<file path="config.mk">
export PLATFORM = sky130hd
export DESIGN_NAME = chan_capcmp
export DESIGN_NICKNAME = d
export VERILOG_FILES = /design/src/rtl/tmr_chan_pkg.sv /design/src/rtl/chan_pin_edge.sv /design/src/rtl/chan_cmp_match.sv /design/src/rtl/chan_evt_flag.sv /design/src/rtl/chan_capcmp.sv
export SDC_FILE = /design/constraint.sdc
export NUM_CORES = 1
export LEC_CHECK = 0
export BUFFER_PORTS_ARGS = -buffer_cell sky130_fd_sc_hd__buf_4
export CELL_PAD_IN_SITES_DETAIL_PLACEMENT = 0
export CELL_PAD_IN_SITES_GLOBAL_PLACEMENT = 1
export CORE_ASPECT_RATIO = 1.75
export CORE_UTILIZATION = 40
export DETAILED_ROUTE_END_ITERATION = 10
export GPL_ROUTABILITY_DRIVEN = 1
export HOLD_SLACK_MARGIN = 0.05
export PLACE_DENSITY_LB_ADDON = 0.1
export RECOVER_POWER = 50
export REMOVE_ABC_BUFFERS = 1
export SETUP_SLACK_MARGIN = 0.5
export SYNTH_ARGS = -nofsm -noshare
export SYNTH_HDL_FRONTEND = slang
export SYNTH_SLANG_ARGS = --single-unit
</file>
<file path="constraint.sdc">
create_clock -name clk -period 2.5 [get_ports clk]
set_input_delay 0.25 -clock clk [delete_from_list [all_inputs] [get_ports clk]]
set_output_delay 0.25 -clock clk [all_outputs]
set_load 0.05 [all_outputs]
</file>
<file path="src/rtl/tmr_chan_pkg.sv">
package tmr_chan_pkg;
   typedef enum logic [1:0] {
      CH_CAPTURE    = 2'b00,
      CH_COMPARE    = 2'b01,
      CH_PWM_EDGE   = 2'b10,
      CH_PWM_CENTER = 2'b11
   } ch_mode_e;

   typedef enum logic [1:0] {
      EDGE_OFF  = 2'b00,
      EDGE_RISE = 2'b01,
      EDGE_FALL = 2'b10,
      EDGE_BOTH = 2'b11
   } edge_sel_e;
endpackage

</file>
<file path="src/rtl/chan_pin_edge.sv">
module chan_pin_edge #(
   parameter int SYNC_STAGES = 2
) (
   input  logic       clk,
   input  logic       rst_n,
   input  logic       pin_i,
   input  logic [1:0] sel_i,
   output logic       evt_o
);
   logic [SYNC_STAGES-1:0] sync_q;
   logic                   last_q;
   logic                   lvl;

   generate
      if (SYNC_STAGES < 2) begin : g_bad_depth
         $error("chan_pin_edge: SYNC_STAGES must be at least 2");
      end
   endgenerate

   always_ff @(posedge clk or negedge rst_n) begin
      if (!rst_n) begin
         sync_q <= '0;
         last_q <= 1'b0;
      end else begin
         sync_q <= {sync_q[SYNC_STAGES-2:0], pin_i};
         last_q <= sync_q[SYNC_STAGES-1];
      end
   end

   assign lvl = sync_q[SYNC_STAGES-1];

   always_comb begin
      evt_o = 1'b0;
      if (lvl && !last_q)  evt_o = sel_i[0];
      if (!lvl && last_q)  evt_o = sel_i[1];
   end
endmodule

</file>
<file path="src/rtl/chan_cmp_match.sv">
module chan_cmp_match #(
   parameter int CNT_W = 16
) (
   input  logic             clk,
   input  logic             rst_n,
   input  logic             en_i,
   input  logic [CNT_W-1:0] cnt_i,
   input  logic [CNT_W-1:0] val_i,
   output logic             evt_o
);
   logic             hit;
   logic             hit_q;
   logic [CNT_W-1:0] cnt_q;

   assign hit   = en_i && (cnt_i == val_i);
   assign evt_o = hit && !(hit_q && (cnt_q == cnt_i));

   always_ff @(posedge clk or negedge rst_n) begin
      if (!rst_n) begin
         hit_q <= 1'b0;
         cnt_q <= '0;
      end else begin
         hit_q <= hit;
         cnt_q <= cnt_i;
      end
   end
endmodule

</file>
<file path="src/rtl/chan_evt_flag.sv">
module chan_evt_flag (
   input  logic clk,
   input  logic rst_n,
   input  logic evt_i,
   input  logic rd_i,
   input  logic wr_i,
   input  logic wdata_i,
   output logic flag_o
);
   logic flag_q;
   logic armed_q;

   always_ff @(posedge clk or negedge rst_n) begin
      if (!rst_n) begin
         flag_q  <= 1'b0;
         armed_q <= 1'b0;
      end else if (evt_i) begin
         flag_q  <= 1'b1;
         armed_q <= 1'b0;
      end else if (wr_i && !wdata_i && armed_q) begin
         flag_q  <= 1'b0;
         armed_q <= 1'b0;
      end else if (rd_i && flag_q) begin
         armed_q <= 1'b1;
      end
   end

   assign flag_o = flag_q;
endmodule

</file>
<file path="src/rtl/chan_capcmp.sv">
module chan_capcmp
   import tmr_chan_pkg::*;
#(
   parameter int CNT_W       = 16,
   parameter int SYNC_STAGES = 2
) (
   input  logic             clk,
   input  logic             rst_n,
   input  logic [CNT_W-1:0] cnt_i,
   input  logic [1:0]       mode_i,
   input  logic [1:0]       edge_sel_i,
   input  logic             val_we_i,
   input  logic [CNT_W-1:0] val_wdata_i,
   input  logic             pin_i,
   input  logic             irq_en_i,
   input  logic             flag_rd_i,
   input  logic             flag_wr_i,
   input  logic             flag_wdata_i,
   output logic [CNT_W-1:0] capt_o,
   output logic             flag_o,
   output logic             irq_o
);
   logic             is_capt;
   logic [1:0]       eff_sel;
   logic             pin_evt;
   logic             cmp_evt;
   logic [CNT_W-1:0] val_q;
   logic [CNT_W-1:0] capt_q;

   generate
      if (CNT_W < 2) begin : g_bad_width
         $error("chan_capcmp: CNT_W must be at least 2");
      end
   endgenerate

   assign is_capt = (mode_i == CH_CAPTURE);
   assign eff_sel = is_capt ? edge_sel_i : EDGE_OFF;

   chan_pin_edge #(.SYNC_STAGES(SYNC_STAGES)) u_pin (
      .clk   (clk),
      .rst_n (rst_n),
      .pin_i (pin_i),
      .sel_i (eff_sel),
      .evt_o (pin_evt)
   );

   chan_cmp_match #(.CNT_W(CNT_W)) u_match (
      .clk   (clk),
      .rst_n (rst_n),
      .en_i  (!is_capt),
      .cnt_i (cnt_i),
      .val_i (val_q),
      .evt_o (cmp_evt)
   );

   chan_evt_flag u_flag (
      .clk     (clk),
      .rst_n   (rst_n),
      .evt_i   (pin_evt || cmp_evt),
      .rd_i    (flag_rd_i),
      .wr_i    (flag_wr_i),
      .wdata_i (flag_wdata_i),
      .flag_o  (flag_o)
   );

   always_ff @(posedge clk or negedge rst_n) begin
      if (!rst_n) begin
         val_q  <= '0;
         capt_q <= '0;
      end else begin
         if (val_we_i) val_q  <= val_wdata_i;
         if (pin_evt)  capt_q <= cnt_i;
      end
   end

   assign capt_o = capt_q;
   assign irq_o  = flag_o && irq_en_i;
endmodule

</file>
==> results.json <==
{
  "reg2reg_from": "u_pin.last_q",
  "grt_overflow": 0,
  "seq_area_um2": 1350,
  "final_max_slew_viol_count": 0,
  "initial_utilization_pct": 42.2,
  "min_from": "cnt_i[15]",
  "worstMarginPinSlew_ps": 1320,
  "path_delay_family": "flip-flops",
  "drt-total-wl_um": 4270,
  "min_period_ps": 1640,
  "dieWidth_um": 58.7,
  "drt_first_pass_iters": 4,
  "min_period_over_period_pct": 65.7,
  "synth_area_leader_cell": "dfrtp_1",
  "cts_made_buffers": 5,
  "min_path_cells": 1,
  "syn_inst": 146,
  "finalPower_mw": 2.28,
  "setup_viol": 0,
  "hold_viol_final": 0,
  "synth_area_leaders": "dfrtp_1 (60%), mux2_2 (12%), xnor2_1 (9.3%), mux2_4 (5.3%), xor2_1 (3.1%)",
  "synth.distinct_cells": 24,
  "antenna_cells": 0,
  "crit_path_top_delay_cell": "dfrtp_1",
  "crit_path_start_kind": "flip-flop",
  "p_switching_mw": 0.770,
  "cts_buffer_depth": 2,
  "slew_headroom_pct": 12.0,
  "cp_num_buf_inv": 1,
  "syn2layout_area_growth_pct": 25.9,
  "cts-root-buf": "clkbuf_8",
  "nets": 258,
  "rrSetupSlack_ps": 860,
  "fin_setup_tns_ps": 0,
  "leakage_nw": 1.24,
  "grt_antenna_before_repair": 0,
  "grt_pass1_wl_um": 6930,
  "route.detailed.drc": 0,
  "h-tree-depth": 2,
  "power_frac_clock_pct": 21.5,
  "yosys.area.top_type_share_pct": 60.0,
  "vias": 1340,
  "grt_max_degree": 55,
  "ff2ff_path_depth": 4,
  "multi_input_area_um2": 878,
  "critical_path.max_stage_delay_ps": 420,
  "hold_ws_ps": 131,
  "p_int_mw": 1.51,
  "hold_class": "in -> reg",
  "maxCapViolCount": 0,
  "rsz0062_at_grt": "false",
  "dpl.cell_count": 279,
  "grtUsageTotal_pct": 15.7,
  "die_h_um": 101,
  "drive_above_1_share_pct": 41.9,
  "final_common_cell": "dfrtp_1",
  "instances_no_fill": 289,
  "yosysWarnings": 0,
  "seqPwrFrac_pct": 47.1,
  "end_kind": "flip-flop",
  "cts_tree": "built",
  "max_freq_mhz": 609,
  "rows": 35,
  "sw_frac_of_total_pct": 33.8,
  "layout_common_cells": "dfrtp_1 (54), buf_4 (44), xnor2_1 (24), mux2_2 (24), clkbuf_1 (17)",
  "finalWeightedCongestion": 0.730,
  "grt_pass1_vias": 1499,
  "fill_cells": 502,
  "die_area_um2": 5950,
  "final_util_pct": 53.1,
  "p_comb_share_pct": 31.4,
  "power.density_nw_per_um2": 802,
  "cp_data_arrival_time_ps": 1830,
  "min_to": "u_match.cnt_q[15]",
  "num_io_pins": 62,
  "clock_latency_ps": 300,
  "critical_path_peak_fanout": 18,
  "initialDrtViolationCount": 33,
  "avgSynthCellArea_um2": 15.4,
  "avgViaCountPerCell": 4.64,
  "wl_per_cell_um": 14.8,
  "synth_area_um2": 2250,
  "antenna_left": 0,
  "clk_pin_slew_ps": 90,
  "fp.coreArea_um2": 5340,
  "worstPathCellList": "nand3b_4, a211oi_4, buf_4, mux2_2",
  "seq_area_frac_synth_pct": 60.0,
  "worstSetupPathType": "reg -> reg",
  "portBuffers": 61,
  "required_ps": 2690,
  "cts.sinks": 54,
  "irDropWorstVdd_v": 0.000458,
  "ys_seq_elements": 54,
  "clock_skew_ps": 6.29,
  "run_status": "completed",
  "r2r-end": "capt_o[5]"
}
==> stage by stage <==
stage	setup slack (ps)	area, µm²
after global routing	659	2840
after global placement	782	2790
final	857	2840
after detailed placement	820	2790
after floorplan	684	2230
after CTS	834	2900
==> state kept, by name, summed over array words and instances, names as in the netlist <==
signal and flops:
u_flag.armed_q 1, u_pin.last_q 1, u_pin.sync_q 2, u_match.hit_q 1
u_flag.flag_o 1, val_q 16, u_match.cnt_q 16, capt_o 16
==> cell families (layout without fill, tap and decap cells) <==
| logic type | count (synthesis) | count (layout) | share of synthesized area [%] |
|---|---|---|---|
| muxes | 32 | 32 | 17.3 |
| buffers and inverters | 3 | 72 | 1.05 |
| and+or+nand+nor | 19 | 19 | 6.72 |
| AOI/OAI and AO/OA | 6 | 6 | 2.50 |
| DFF | 54 | 54 | 60.0 |
| xor gates and xnor gates | 32 | 32 | 12.4 |
==> power groups by stage <==
stage	logic [mW]	clock network [mW]	registers (mW)
CTS	0.738	0.514	1.07
global placement	0.726	0	1.08
floorplan	0.217	0	1.34
detailed placement	0.733	0	1.09
finish	0.714	0.490	1.07
global route	0.752	0.535	1.09
==> how the worst max path moves through the flow <==
stage                 startpoint             end  cells past startpoint
finish              u_pin.last_q       capt_o[5]                      4
global route               rst_n      capt_o[10]                      2
CTS                 u_pin.last_q       capt_o[4]                      4
detailed placement      val_q[2]  u_flag.armed_q                      5
global placement       val_q[12]  u_flag.armed_q                      5
floorplan           u_pin.last_q       capt_o[0]                      3
==> cell type report <==
| cell class | count | share of cell area, % |
|---|---|---|
| Sequential cell | 54 | 47.6 |
| Clock buffer | 7 | 3.04 |
| Timing Repair Buffer | 64 | 14.9 |
| Multi-Input combinational cell | 89 | 31.0 |
| Tap cell | 74 | 3.26 |
| Clock inverter | 1 | 0.176 |
==> synth_stat cells <==
master	n
dfrtp_1	54
nand2b_1	1
nand2_1	2
o21ai_0	1
a211oi_4	1
and2_1	1
buf_2	1
a21oi_2	1
nor4_4	1
xnor2_1	24
nand3_1	3
nand4_1	4
nand3b_4	2
clkbuf_1	1
nor4_1	3
nand3b_1	1
buf_8	1
nor2_1	1
a211oi_1	1
a21oi_1	1
mux2_4	8
a21bo_1	1
xor2_1	8
mux2_2	24
==> per-layer routing <==
metal  share of wire [%]  GRT usage [%]  up-vias  wire (µm)
met5                   0              0        -          0
met4                 1.5           5.49        0         64
met3                 4.5           2.94        5        193
met2                  53           27.7       43       2260
met1                  41           18.7      658       1760
li1                    -              -      634          -
==> what timing repair did <==
| item | CTS | global route |
|---|---|---|
| buffers inserted | 0 | 0 |
| hold buffers | 2 | 0 |
| hold endpoints to repair | 55 | 0 |
| resized for setup | 0 | 0 |
Note: power is estimated with default switching activity, not from simulation.
